===== config.mk =====
export PLATFORM = sky130hd
export DESIGN_NAME = coinc_window_matcher
export DESIGN_NICKNAME = d
export VERILOG_FILES = /design/src/rtl/cwm_pkg.sv /design/src/rtl/cwm_delay_line.sv /design/src/rtl/cwm_window_fsm.sv /design/src/rtl/coinc_window_matcher.sv
export SDC_FILE = /design/constraint.sdc
export NUM_CORES = 1
export LEC_CHECK = 0
export BUFFER_PORTS_ARGS = -buffer_cell sky130_fd_sc_hd__buf_2
export CORE_AREA = 3 3 110 191
export DETAILED_ROUTE_END_ITERATION = 7
export DIE_AREA = 0 0 113 194
export PLACE_DENSITY = 0.74
export SETUP_SLACK_MARGIN = 0.1
export SLEW_MARGIN = 15
export SYNTH_ARGS = -nofsm -noshare
export SYNTH_HDL_FRONTEND = slang
export SYNTH_SLANG_ARGS = --single-unit

===== constraint.sdc =====
create_clock -name clk -period 5.3 [get_ports clk]
set_input_delay 0.265 -clock clk [delete_from_list [all_inputs] [get_ports clk]]
set_output_delay 0.265 -clock clk [all_outputs]
set_load 0.05 [all_outputs]

===== src/rtl/cwm_pkg.sv =====
package cwm_pkg;
    typedef enum logic [0:0] {
        WIN_IDLE = 1'b0,
        WIN_OPEN = 1'b1
    } win_state_e;
endpackage


===== src/rtl/cwm_delay_line.sv =====
module cwm_delay_line #(
    parameter int DEPTH = 256,
    localparam int SEL_W = $clog2(DEPTH)
) (
    input  logic             clk,
    input  logic             rst_n,
    input  logic             din,
    input  logic [SEL_W-1:0] tap_sel,
    output logic             tap
);
    logic [DEPTH-2:0] stage;

    for (genvar k = 0; k < DEPTH - 1; k++) begin : g_stage
        if (k == 0) begin : g_head
            always_ff @(posedge clk) begin
                if (!rst_n) stage[0] <= 1'b0;
                else        stage[0] <= din;
            end
        end else begin : g_body
            always_ff @(posedge clk) begin
                if (!rst_n) stage[k] <= 1'b0;
                else        stage[k] <= stage[k-1];
            end
        end
    end

    always_comb begin
        if (tap_sel == '0) tap = din;
        else               tap = stage[tap_sel - 1'b1];
    end

    // with a one-crossing tap, the output repeats the previous input
    a_r1_tap_unit: assert property (@(posedge clk) disable iff (!rst_n)
        ($past(rst_n) && tap_sel == SEL_W'(1) && $past(tap_sel) == SEL_W'(1))
            |-> (tap == $past(din)));
endmodule


===== src/rtl/cwm_window_fsm.sv =====
module cwm_window_fsm
    import cwm_pkg::*;
#(
    parameter int WB = 4
) (
    input  logic          clk,
    input  logic          rst_n,
    input  logic          open_i,
    input  logic          hit_i,
    input  logic [WB-1:0] width_i,
    output logic          match_o,
    output logic [WB-1:0] pos_o
);
    win_state_e    state, state_n;
    logic [WB-1:0] cnt, cnt_n;
    logic          match_n;
    logic [WB-1:0] pos_n;
    logic [WB-1:0] last_pos;

    assign last_pos = width_i - WB'(1);

    always_comb begin
        state_n = state;
        cnt_n   = cnt;
        match_n = 1'b0;
        pos_n   = '0;
        unique case (state)
            WIN_IDLE: begin
                if (open_i) begin
                    if (hit_i) begin                // INSTANT
                        match_n = 1'b1;
                    end else if (last_pos != '0) begin  // START
                        state_n = WIN_OPEN;
                        cnt_n   = WB'(1);
                    end                             // SINGLE otherwise
                end
            end
            WIN_OPEN: begin
                if (hit_i) begin                    // HIT
                    match_n = 1'b1;
                    pos_n   = cnt;
                    state_n = WIN_IDLE;
                end else if (cnt >= last_pos) begin // EXPIRE
                    state_n = WIN_IDLE;
                end else begin                      // ADVANCE
                    cnt_n = cnt + WB'(1);
                end
            end
            default: state_n = WIN_IDLE;
        endcase
    end

    always_ff @(posedge clk) begin
        if (!rst_n) begin
            state <= WIN_IDLE;
            cnt   <= '0;
        end else begin
            state <= state_n;
            cnt   <= cnt_n;
        end
    end

    always_ff @(posedge clk) begin
        if (!rst_n) begin
            match_o <= 1'b0;
            pos_o   <= '0;
        end else begin
            match_o <= match_n;
            pos_o   <= pos_n;
        end
    end

    a_r1_match_needs_b: assert property (@(posedge clk) disable iff (!rst_n)
        match_o |-> $past(hit_i));
    a_r4_pos_zero: assert property (@(posedge clk) disable iff (!rst_n)
        !match_o |-> (pos_o == '0));
    a_r4_pos_in_window: assert property (@(posedge clk) disable iff (!rst_n)
        match_o |-> (pos_o < $past(width_i)));
    a_r5_consumed: assert property (@(posedge clk) disable iff (!rst_n)
        match_o |-> (state == WIN_IDLE));
endmodule


===== src/rtl/coinc_window_matcher.sv =====
module coinc_window_matcher #(
    parameter int DEPTH = 256,
    parameter int WB    = 4,
    localparam int DB   = $clog2(DEPTH)
) (
    input  logic          clk,
    input  logic          rst_n,
    input  logic          strobe_a,
    input  logic          strobe_b,
    input  logic [DB-1:0] cfg_delay,
    input  logic [WB-1:0] cfg_width,
    output logic          match,
    output logic [WB-1:0] match_pos
);
    logic [WB-1:0] width_eff;
    logic [WB-1:0] early;
    logic [DB-1:0] start_dly;
    logic          open_now;

    assign width_eff = (cfg_width == '0) ? WB'(1) : cfg_width;
    assign early     = (width_eff - WB'(1)) >> 1;
    assign start_dly = (cfg_delay >= DB'(early)) ? (cfg_delay - DB'(early)) : '0;

    cwm_delay_line #(.DEPTH(DEPTH)) u_dly (
        .clk     (clk),
        .rst_n   (rst_n),
        .din     (strobe_a),
        .tap_sel (start_dly),
        .tap     (open_now)
    );

    cwm_window_fsm #(.WB(WB)) u_win (
        .clk     (clk),
        .rst_n   (rst_n),
        .open_i  (open_now),
        .hit_i   (strobe_b),
        .width_i (width_eff),
        .match_o (match),
        .pos_o   (match_pos)
    );
endmodule


==> flow_summary_export.csv <==
group,metric,value,unit
timing,max-slew-margin-rel,0.4900,
min_path,min_path_type,"input port to register",
timing,max_freq,216.4,MHz
grt,grt_pass1_wl,40.04,mm
placed_design,gp_congestion,0.9032,
power,switching_power,1355,uW
timing,maxSlewViolCount,0,
drt,vias,7630,
layout,layout-drive-gt1-share,0.1499,
timing,hold_viol,0,
floorplan,start_util,0.5495,
power,internal-power,3380,uW
drt,drt_first_pass_iters,6,
clocking,clock_latency,0.52,ns
power,p_sw_frac,0.2861,
status,status,"finished clean",
yosys,synth_cell_types,83,
timing,period_needed,4.621,ns
yosys,ys_seq_area_frac,0.4891,
layout,final_common_cell,"and2_1",
timing,tns,0,ns
timing,tightestPinTransition,0.7650,ns
placed_design,placedInstanceArea,0.01133,mm2
yosys,synth.net_count,1067,
clocking,clk_path_buf_depth,3,
floorplan,dieArea,0.02192,mm2
placed_design,post-place-cells,1275,
layout,nFillCells,1599,
layout,final_nets,1083,
drt,wl,24.82,mm
critical_path,crit_required,5.70,ns
layout,antenna_cells,0,
timing,finalCritPeriodShare,0.8719,
drt,wl_per_cell,18.82,um
floorplan,ios,21,
critical_path,max_stage_delay,0.50,ns
critical_path,cp_slowest_cell,"or4_1",
timing,finalSetupViolCount,0,
critical_path,r2r_cells,11,
drt,via_per_inst,5.785,
critical_path,crit_type,"input port to register",
grt,grt_max_degree,101,
critical_path,cp-start-kind,"input port",
grt,grt_antenna_before_repair,0,
power,vdd.ir_drop.worst,0.0002847,V
layout,stdcell_count,1319,
power,power_density,389.7,mW/mm2
power,seqPwrFrac,0.423,
timing,clock_skew,0.02100,ns
critical_path,cp-end-kind,"register",
grt,grt_usage,0.2245,
yosys,synth_edf_count,0,
grt,grt_pass1_vias,7750,
critical_path,crit_chain,"buf_2, nor3_2, or2_4, ha_4, ha_4, fa_2, nor2b_1, nor3_4, nand2_1, nand2b_1, ha_4, inv_4, nor2_4, a31oi_4, nand2_4, buf_4, buf_4, or4_1, o311a_1, o221ai_1, a211oi_1, o2bb2ai_1, a21o_1, o211a_1",
layout,final_cell_mix,"and2_1, dfxtp_1, nand2_1",
clocking,cts-htree-levels,1,
clocking,cts_tree,"done",
clocking,cts_root_buffer,"clkbuf_16",
timing,rsz0062_at_grt,"false",
floorplan,die_w,113,um
power,comb_power_share,0.211,
yosys,avgSynthCellArea,10.42,um2
drt,drc,0,
power,cellLeakagePower,0.004856,uW
run,max_cap_violations,0,
clocking,cts.clk_slew.worst_paths,0.07,ns
yosys,synth_area,0.01085,mm2
power,p_clk_frac,0.366,
yosys,yosysWarnings,0,
drt,detail_route.iter0.violations,555,
yosys,synthFlopType,"dfxtp_1",
clocking,cts_sinks,265,
floorplan,die_y,194,um
yosys,async_flop_share,0,
placed_design,dpl.hpwl,17.17,mm
critical_path,cp.arrival,5.02,ns
floorplan,rows,68,
clocking,cts_inserted_buffers,23,
layout,area_growth,12.01,%
critical_path,crit_path_frequent_cell,"ha_4",
yosys,synth_seq_cells,265,
min_path,holdPathStages,4,
layout,final_area,0.01215,mm2
floorplan,fp.coreArea,0.01974,mm2
yosys,synthCells,1041,
drt,ant_nets,0,
placed_design,port_buffers,20,
critical_path,worst-path-max-fanout,20,
grt,overflow,0,
[cells by family (layout without fill, tap and decap cells)]
| kind of cell | Yosys count | after routing | share of synthesized area |
|---|---|---|---|
| muxes | 85 | 85 | 0.1128 |
| adders and majority gates | 11 | 11 | 0.01315 |
| DFF | 265 | 265 | 0.4891 |
| AOI/OAI and AO/OA | 149 | 149 | 0.1050 |
| xor gates and xnor gates | 7 | 7 | 0.008883 |
| and+or+nand+nor | 444 | 444 | 0.2390 |
| buffers and inverters | 80 | 113 | 0.03207 |
[power groups by stage]
| stage | sequential [uW] | combinational, uW | clock (uW) |
|---|---|---|---|
| after floorplan | 2050 | 716 | 0 |
| after global placement | 2050 | 978 | 0 |
| after detailed placement | 2050 | 989 | 0 |
| after CTS | 2000 | 994 | 1770 |
| after global routing | 2000 | 1070 | 1850 |
| final | 2000 | 999 | 1730 |
[synthesized netlist by cell type, drive strengths merged, types with 13 or more instances]
| master | number | share of area |
|---|---|---|
| nand2 | 54 | 0.019 |
| dfxtp | 265 | 0.49 |
| mux4 | 29 | 0.060 |
| mux2i | 51 | 0.047 |
| a211oi | 13 | 0.0095 |
| buf | 20 | 0.011 |
| o21ai | 20 | 0.010 |
| inv | 15 | 0.0052 |
| nor3 | 13 | 0.0070 |
| clkbuf | 45 | 0.016 |
| a21oi | 28 | 0.013 |
| nor2 | 40 | 0.015 |
| and2 | 267 | 0.15 |
| nand3 | 17 | 0.0083 |
[layer usage]
layer / part of all wire / global-route usage / vias to the layer above
met5: 0 / 0 / -
met4: 0.056 / 0.1221 / 0
met3: 0.035 / 0.02467 / 88
met2: 0.52 / 0.4033 / 207
met1: 0.39 / 0.2556 / 3663
li1: - / - / 3672
[registers in the layout (all words and copies together), names as in the netlist]
name and flops:
u_dly.stage 255, u_win.cnt 4, u_win.match_o 1, u_win.pos_o 4
u_win.state 1
[worst max-delay path, delay by kind of cell]
kind / cells / cell delay, ns
fa+ha+maj: 4 / 0.98
simple gates: 9 / 1.74
buf+inv: 4 / 0.70
compound gates: 7 / 1.32
[final timing paths]
kind / start / to / slack (ns)
max: cfg_width[1] / u_win.cnt[0] / 0.68
max reg2reg: u_dly.stage[101] / u_win.cnt[0] / 2.75
min: cfg_width[3] / u_win.state / 0.34
min reg2reg: u_dly.stage[142] / u_dly.stage[143] / 0.44
[what timing repair did]
item | in CTS | in global routing
hold buffers | 2 | 0
gates resized for setup | 0 | 0
setup buffers | 0 | 0
hold endpoints to repair | 2 | 0
[per-stage QoR]
step | hold slack, ns | power, uW | setup slack (ns) | util
after CTS | 0.3394 | 4771 | 0.6876 | 0.6155
after detailed placement | 0.4384 | 3038 | 0.1857 | 0.5742
after global routing | 0.3807 | 4923 | 0.2674 | 0.6155
after floorplan | 0.3380 | 2768 | 0.1065 | -
final | 0.3363 | 4735 | 0.6790 | 0.6155
after global placement | 0.4328 | 3028 | 0.2811 | 0.5742
[cell type report]
class | instances | area, um2 | area share
timing repair buffer | 56 | 390.4 | 0.03213
inverter | 15 | 61.31 | 0.005046
tap | 245 | 306.5 | 0.02523
clock buffer | 32 | 679.4 | 0.05592
clock inverter | 10 | 116.4 | 0.009578
multi-input combinational | 696 | 5290 | 0.4354
sequential | 265 | 5305 | 0.4367
No activity file was read; power rests on OpenSTA's default activity.
